**config.mk**
```make
export PLATFORM = sky130hd
export DESIGN_NAME = fifo_bridge_ctl
export DESIGN_NICKNAME = d
export VERILOG_FILES = /design/src/rtl/bridge_pkg.sv /design/src/rtl/bridge_regs.sv /design/src/rtl/bridge_irq.sv /design/src/rtl/bridge_rx_steer.sv /design/src/rtl/fifo_bridge_ctl.sv
export SDC_FILE = /design/constraint.sdc
export NUM_CORES = 1
export LEC_CHECK = 0
export BUFFER_PORTS_ARGS = -buffer_cell sky130_fd_sc_hd__buf_2
export CAP_MARGIN = 20
export CORE_UTILIZATION = 25
export CTS_CLUSTER_DIAMETER = 200
export DETAILED_ROUTE_END_ITERATION = 16
export SYNTH_ARGS = -nofsm -noshare
export SYNTH_HDL_FRONTEND = slang
export SYNTH_HIERARCHICAL = 1
export SYNTH_SLANG_ARGS = --single-unit
export TNS_END_PERCENT = 1
```
**constraint.sdc**
```tcl
create_clock -name clk -period 1.15 [get_ports clk]
set_input_delay 0.23 -clock clk [delete_from_list [all_inputs] [get_ports clk]]
set_output_delay 0.23 -clock clk [all_outputs]
set_load 0.01 [all_outputs]
```
**src/rtl/bridge_pkg.sv**
```systemverilog
package bridge_pkg;

    localparam int REG_W = 8;

    typedef enum logic [1:0] {
        A_CFG   = 2'd0,
        A_CTRL  = 2'd1,
        A_FSTAT = 2'd2,
        A_ISTAT = 2'd3
    } reg_addr_e;

    typedef enum logic [1:0] {
        SRC_SERIAL = 2'd0,
        SRC_FIFO   = 2'd1,
        SRC_LINE   = 2'd2,
        SRC_NONE   = 2'd3
    } irq_src_e;

    typedef struct packed {
        irq_src_e int_src;
        logic     fifo_en;
        logic     rx_src_b;
    } cfg_t;

    typedef struct packed {
        logic [3:0] ie;
        logic       rx_rst;
        logic       tx_rst;
    } ctrl_t;

    function automatic logic [REG_W-1:0] cfg_to_bus(cfg_t c);
        return {2'b00, c.int_src, 1'b0, c.fifo_en, c.rx_src_b, 1'b0};
    endfunction

    function automatic logic [REG_W-1:0] ctrl_to_bus(ctrl_t c);
        return {c.ie, 2'b00, c.rx_rst, c.tx_rst};
    endfunction

endpackage

```
**src/rtl/bridge_regs.sv**
```systemverilog
module bridge_regs
    import bridge_pkg::*;
(
    input  logic             clk,
    input  logic             rst,
    input  logic             wr,
    input  reg_addr_e        waddr,
    input  logic [REG_W-1:0] wdata,
    output cfg_t             cfg,
    output ctrl_t            ctrl
);

    always_ff @(posedge clk) begin
        if (rst) begin
            cfg  <= '{int_src: SRC_SERIAL, fifo_en: 1'b0, rx_src_b: 1'b0};
            ctrl <= '{ie: 4'h0, rx_rst: 1'b1, tx_rst: 1'b1};
        end else if (wr) begin
            case (waddr)
                A_CFG: begin
                    cfg.rx_src_b <= wdata[1];
                    cfg.fifo_en  <= wdata[2];
                    cfg.int_src  <= irq_src_e'(wdata[5:4]);
                end
                A_CTRL: begin
                    ctrl.ie     <= wdata[7:4];
                    // a set request is refused while the bridge is live
                    ctrl.tx_rst <= wdata[0] & ~cfg.fifo_en;
                    ctrl.rx_rst <= wdata[1] & ~cfg.fifo_en;
                end
                default: ;
            endcase
        end
    end

endmodule

```
**src/rtl/bridge_irq.sv**
```systemverilog
module bridge_irq
    import bridge_pkg::*;
(
    input  logic             clk,
    input  logic             rst,
    input  logic             txf_empty,
    input  logic             txf_full,
    input  logic             rxf_empty,
    input  logic             rxf_full,
    input  logic             ser_irq,
    input  logic             tst_irq,
    input  irq_src_e         int_src,
    input  logic [3:0]       ie,
    output logic [REG_W-1:0] fstat,
    output logic [REG_W-1:0] istat,
    output logic             irq
);

    logic [3:0] fifo_evt;
    logic       irq_nxt;

    assign fifo_evt = {txf_full, rxf_full, ~rxf_empty, txf_empty};
    assign fstat    = {4'h0, rxf_full, rxf_empty, txf_full, txf_empty};
    assign istat    = {fifo_evt, 2'b00, tst_irq, ser_irq};

    always_comb begin
        unique case (int_src)
            SRC_SERIAL: irq_nxt = ser_irq;
            SRC_FIFO:   irq_nxt = |(fifo_evt & ie);
            SRC_LINE:   irq_nxt = tst_irq;
            default:    irq_nxt = 1'b0;
        endcase
    end

    always_ff @(posedge clk) begin
        if (rst) irq <= 1'b0;
        else     irq <= irq_nxt;
    end

endmodule

```
**src/rtl/bridge_rx_steer.sv**
```systemverilog
module bridge_rx_steer #(
    parameter int DATA_W = 8
) (
    input  logic              en,
    input  logic              sel_b,
    input  logic [DATA_W-1:0] a_data,
    input  logic              a_valid,
    input  logic [DATA_W-1:0] b_data,
    input  logic              b_valid,
    output logic [DATA_W-1:0] out_data,
    output logic              out_push
);

    assign out_data = sel_b ? b_data : a_data;
    assign out_push = en & (sel_b ? b_valid : a_valid);

endmodule

```
**src/rtl/fifo_bridge_ctl.sv**
```systemverilog
module fifo_bridge_ctl
    import bridge_pkg::*;
#(
    parameter int DATA_W = 8
) (
    input  logic              clk,
    input  logic              rst,
    input  logic [1:0]        addr,
    input  logic [7:0]        wdata,
    input  logic              wr,
    input  logic              rd,
    output logic [7:0]        rdata,
    input  logic              txf_empty,
    input  logic              txf_full,
    input  logic              rxf_empty,
    input  logic              rxf_full,
    input  logic              ser_irq,
    input  logic              tst_irq,
    input  logic [DATA_W-1:0] rxa_data,
    input  logic              rxa_valid,
    input  logic [DATA_W-1:0] rxb_data,
    input  logic              rxb_valid,
    output logic [DATA_W-1:0] rxf_wdata,
    output logic              rxf_push,
    output logic              txf_rst,
    output logic              rxf_rst,
    output logic              fifo_en,
    output logic              rx_src_b,
    output logic [1:0]        int_src,
    output logic              irq
);

    reg_addr_e        a_e;
    cfg_t             cfg;
    ctrl_t            ctrl;
    logic [REG_W-1:0] fstat;
    logic [REG_W-1:0] istat;
    logic [REG_W-1:0] rd_mux;

    assign a_e = reg_addr_e'(addr);

    bridge_regs u_regs (
        .clk   (clk),
        .rst   (rst),
        .wr    (wr),
        .waddr (a_e),
        .wdata (wdata),
        .cfg   (cfg),
        .ctrl  (ctrl)
    );

    bridge_irq u_irq (
        .clk       (clk),
        .rst       (rst),
        .txf_empty (txf_empty),
        .txf_full  (txf_full),
        .rxf_empty (rxf_empty),
        .rxf_full  (rxf_full),
        .ser_irq   (ser_irq),
        .tst_irq   (tst_irq),
        .int_src   (cfg.int_src),
        .ie        (ctrl.ie),
        .fstat     (fstat),
        .istat     (istat),
        .irq       (irq)
    );

    bridge_rx_steer #(.DATA_W(DATA_W)) u_steer (
        .en       (cfg.fifo_en),
        .sel_b    (cfg.rx_src_b),
        .a_data   (rxa_data),
        .a_valid  (rxa_valid),
        .b_data   (rxb_data),
        .b_valid  (rxb_valid),
        .out_data (rxf_wdata),
        .out_push (rxf_push)
    );

    assign fifo_en  = cfg.fifo_en;
    assign rx_src_b = cfg.rx_src_b;
    assign int_src  = cfg.int_src;
    assign txf_rst  = ctrl.tx_rst & ~cfg.fifo_en;
    assign rxf_rst  = ctrl.rx_rst & ~cfg.fifo_en;

    always_comb begin
        unique case (a_e)
            A_CFG:   rd_mux = cfg_to_bus(cfg);
            A_CTRL:  rd_mux = ctrl_to_bus(ctrl);
            A_FSTAT: rd_mux = fstat;
            default: rd_mux = istat;
        endcase
    end

    always_ff @(posedge clk) begin
        if (rst)     rdata <= '0;
        else if (rd) rdata <= rd_mux;
    end

endmodule

```
==> reports/results.tsv <==
metric	value	unit
status	finished with violations	
failing checks	DRC, setup timing	
capturing element type of the critical path	primary output	
Crit path largest cell delay	0.36	ns
Cells after DPL	225	
vias per cell	4.339	
RSZ-0062 raised after global routing	true	
routed vias	998	
Internal	1.172	mW
leakage power total	0.8173	nW
first-iteration detailed-routing DRC count	46	
Yosys cell types	31	
share of cells above drive strength 1	57.30	%
final hold violations	0	
Critical Path AT	1.19	ns
main combinational cell family by area after synthesis	multiplexers	
mux cell area share after synthesis	31.70	%
CTS sink count	19	
drt wl/cell	12.60	microns
Cell Chain, Critical Path	buf_12, mux2_4, buf_6	
CTS root buffer	clkbuf_8	
Antenna Cells	0	
Final Cycle Share	123.3	%
Pwr Density	946.8	nW/um^2
TritonCTS buffer count	3	
port bufs	60	
Hold/Removal Path Class	input pin to register	
multi-input logic area	685.7	sq um
drt total wl	2898	microns
number of max-cap violations	0	
Switching Fraction	25.90	%
clock tree buffer depth	2	
# fillers	457	
CTS tree	done	
Post-Syn Area	1204	sq um
Critical Path RT	0.92	ns
most frequent cells in the layout	buf_2, nor2_1, buf_4, dfxtp_1, mux2i_1	
synth warn	6	
number of synthesized register bits	19	
Final min period	1.417	ns
GPL Wtd Cong	0.7481	
top cell family by delay on the critical path	flip-flops	
Comb pwr share	25.6	%
nets@finish	217	
total gr overflow	0	
die area	5096	sq um
setup TNS	-2.390	ns
Final setup viols	10	
syn_area_per_cell	10.56	sq um
global-route usage over all layers	12.24	%
clk_skew	0.001685	ns
Max Clk Rate	0.7055	GHz
hold buffers post-CTS	0	
Final ANT Viol Nets	0	
final worst setup slack	-0.2675	ns
Slew Limit Fails	0	
dpl ws	-0.1721	ns
core box area	4504	sq um
Psw	0.4096	mW
Std-Cell Rows	24	
vias in the first global route	1015	
Synth Area in Compound Gates	8.004	%
Syn-to-layout area delta	38.77	%
CP bufs+invs	2	
register area	387.9	sq um
IR drop worst, VDD	372.2	uV
Post-DP Area	1562	sq um
simple-gate share of the synthesized area	15.49	%
slowest CP cell	dfxtp_2	
global-route wire length before repair	4726	microns
clk_lat worst skew	0.26	ns
adder and majority gate portion of the synthesized area	0	%
H-tree depth	1	
Post-Layout Cell Count	230	
first drt pass iteration count	12	
worst hold slack	0.2076	ns
Crit Path Max Fanout	10	
Die Y	71.39	microns
xor and xnor area share after synthesis	0	%
largest net degree at the start of global routing	14	
die width	71.39	microns
Gate Count Post-Synth	114	
sequential fraction of the synthesis area	31.60	%
Clock Power Share	29.6	%
register share of total power	44.9	%
Crit Path Class	register to primary output	
CP startpoint kind	register	
hpwl dp	2340	microns
most common cell after layout, fill and taps aside	buf_2	
initial antenna violation count	0	
Initial Utilization	26.72	%
I/O pin count	62	
DRC Markers	1	
clk slew on worst S/H paths	0.07	ns
Final Instance Area	1670	sq um
[through the flow]
stage / power [mW] / util (%)
final: 1.581 / 37.08
after global routing: 1.674 / 37.08
after CTS: 1.602 / 36.92
after detailed placement: 1.102 / 34.67
after global placement: 1.097 / 34.67
after floorplan: 0.9585 / -
[cells in the mapped netlist, drive strengths merged]
| cell | n | area share, % |
|---|---|---|
| inv | 1 | 0.31 |
| mux2i | 13 | 11 |
| nand2 | 3 | 0.94 |
| a221oi | 1 | 1.2 |
| a211o | 2 | 1.5 |
| mux2 | 13 | 15 |
| nand3b | 4 | 3.5 |
| nand3 | 1 | 0.42 |
| a22o | 1 | 0.73 |
| nor2b | 3 | 1.6 |
| a22oi | 1 | 0.62 |
| nor3b | 3 | 2.8 |
| or3b | 1 | 0.73 |
| o32ai | 1 | 0.73 |
| a211oi | 1 | 0.62 |
| buf | 20 | 12 |
| mux4 | 3 | 6.2 |
| a311oi | 3 | 2.2 |
| nand2b | 1 | 0.52 |
| dfxtp | 19 | 32 |
| conb | 1 | 0.31 |
| clkbuf | 1 | 0.31 |
| a21oi | 1 | 0.42 |
| nor2 | 16 | 5.0 |
[power groups by stage]
stage | Clock, mW | Sequential, mW | Combinational [mW]
global route | 0.522 | 0.714 | 0.438
finish | 0.468 | 0.709 | 0.404
global placement | 0 | 0.725 | 0.372
detailed placement | 0 | 0.725 | 0.376
floorplan | 0 | 0.737 | 0.222
CTS | 0.485 | 0.711 | 0.406
[cell families after synthesis]
kind of cell | after synthesis
buffers and inverters | 22
AND/OR/NAND/NOR | 32
other | 1
multiplexers | 29
flip-flops | 19
AO/OA/AOI/OAI | 11
[final cells by class]
type	instances	area share, %
well taps	52	3.895
inverters	1	0.2247
clock buffers	4	2.697
repair buffers	76	28.91
flip-flops and latches	19	23.22
multi-input cells	78	41.05
[sequential cells by signal, summed over array words and instances, names as in the netlist]
register and count:
u_regs/cfg 4, rdata 8, u_regs/ctrl 6, u_irq/irq 1
[worst min-delay path: stages]
cell     delay [ns]
buf_2          0.07
mux2i_1        0.05
nor2_1         0.07
[worst paths after layout]
path                                     start              to  slack, ns  cells past startpoint
worst min-delay path                  wdata[6]  u_regs/ctrl[4]       0.21                      3
worst min register to register  u_regs/ctrl[0]  u_regs/ctrl[0]       0.47                      1
worst max-delay path             u_regs/cfg[0]    rxf_wdata[3]      -0.27                      3
worst max register to register   u_regs/cfg[0]        rdata[1]      -0.05                      4
[routing by layer]
layer / global-route usage (%) / routed length, microns / up-vias
met2: 21.80 / 1479 / 16
met3: 1.406 / 72 / 4
met5: 0 / 0 / -
met4: 6.667 / 63 / 0
li1: - / - / 520
met1: 14.30 / 1283 / 458
[repair_timing]
action / in CTS / in global routing
setup endpoints to repair: 13 / 13
resized for setup: 11 / 4
pin swaps: 0 / 0
setup buffers: 1 / 0
Note: power is estimated with default switching activity, not from simulation.
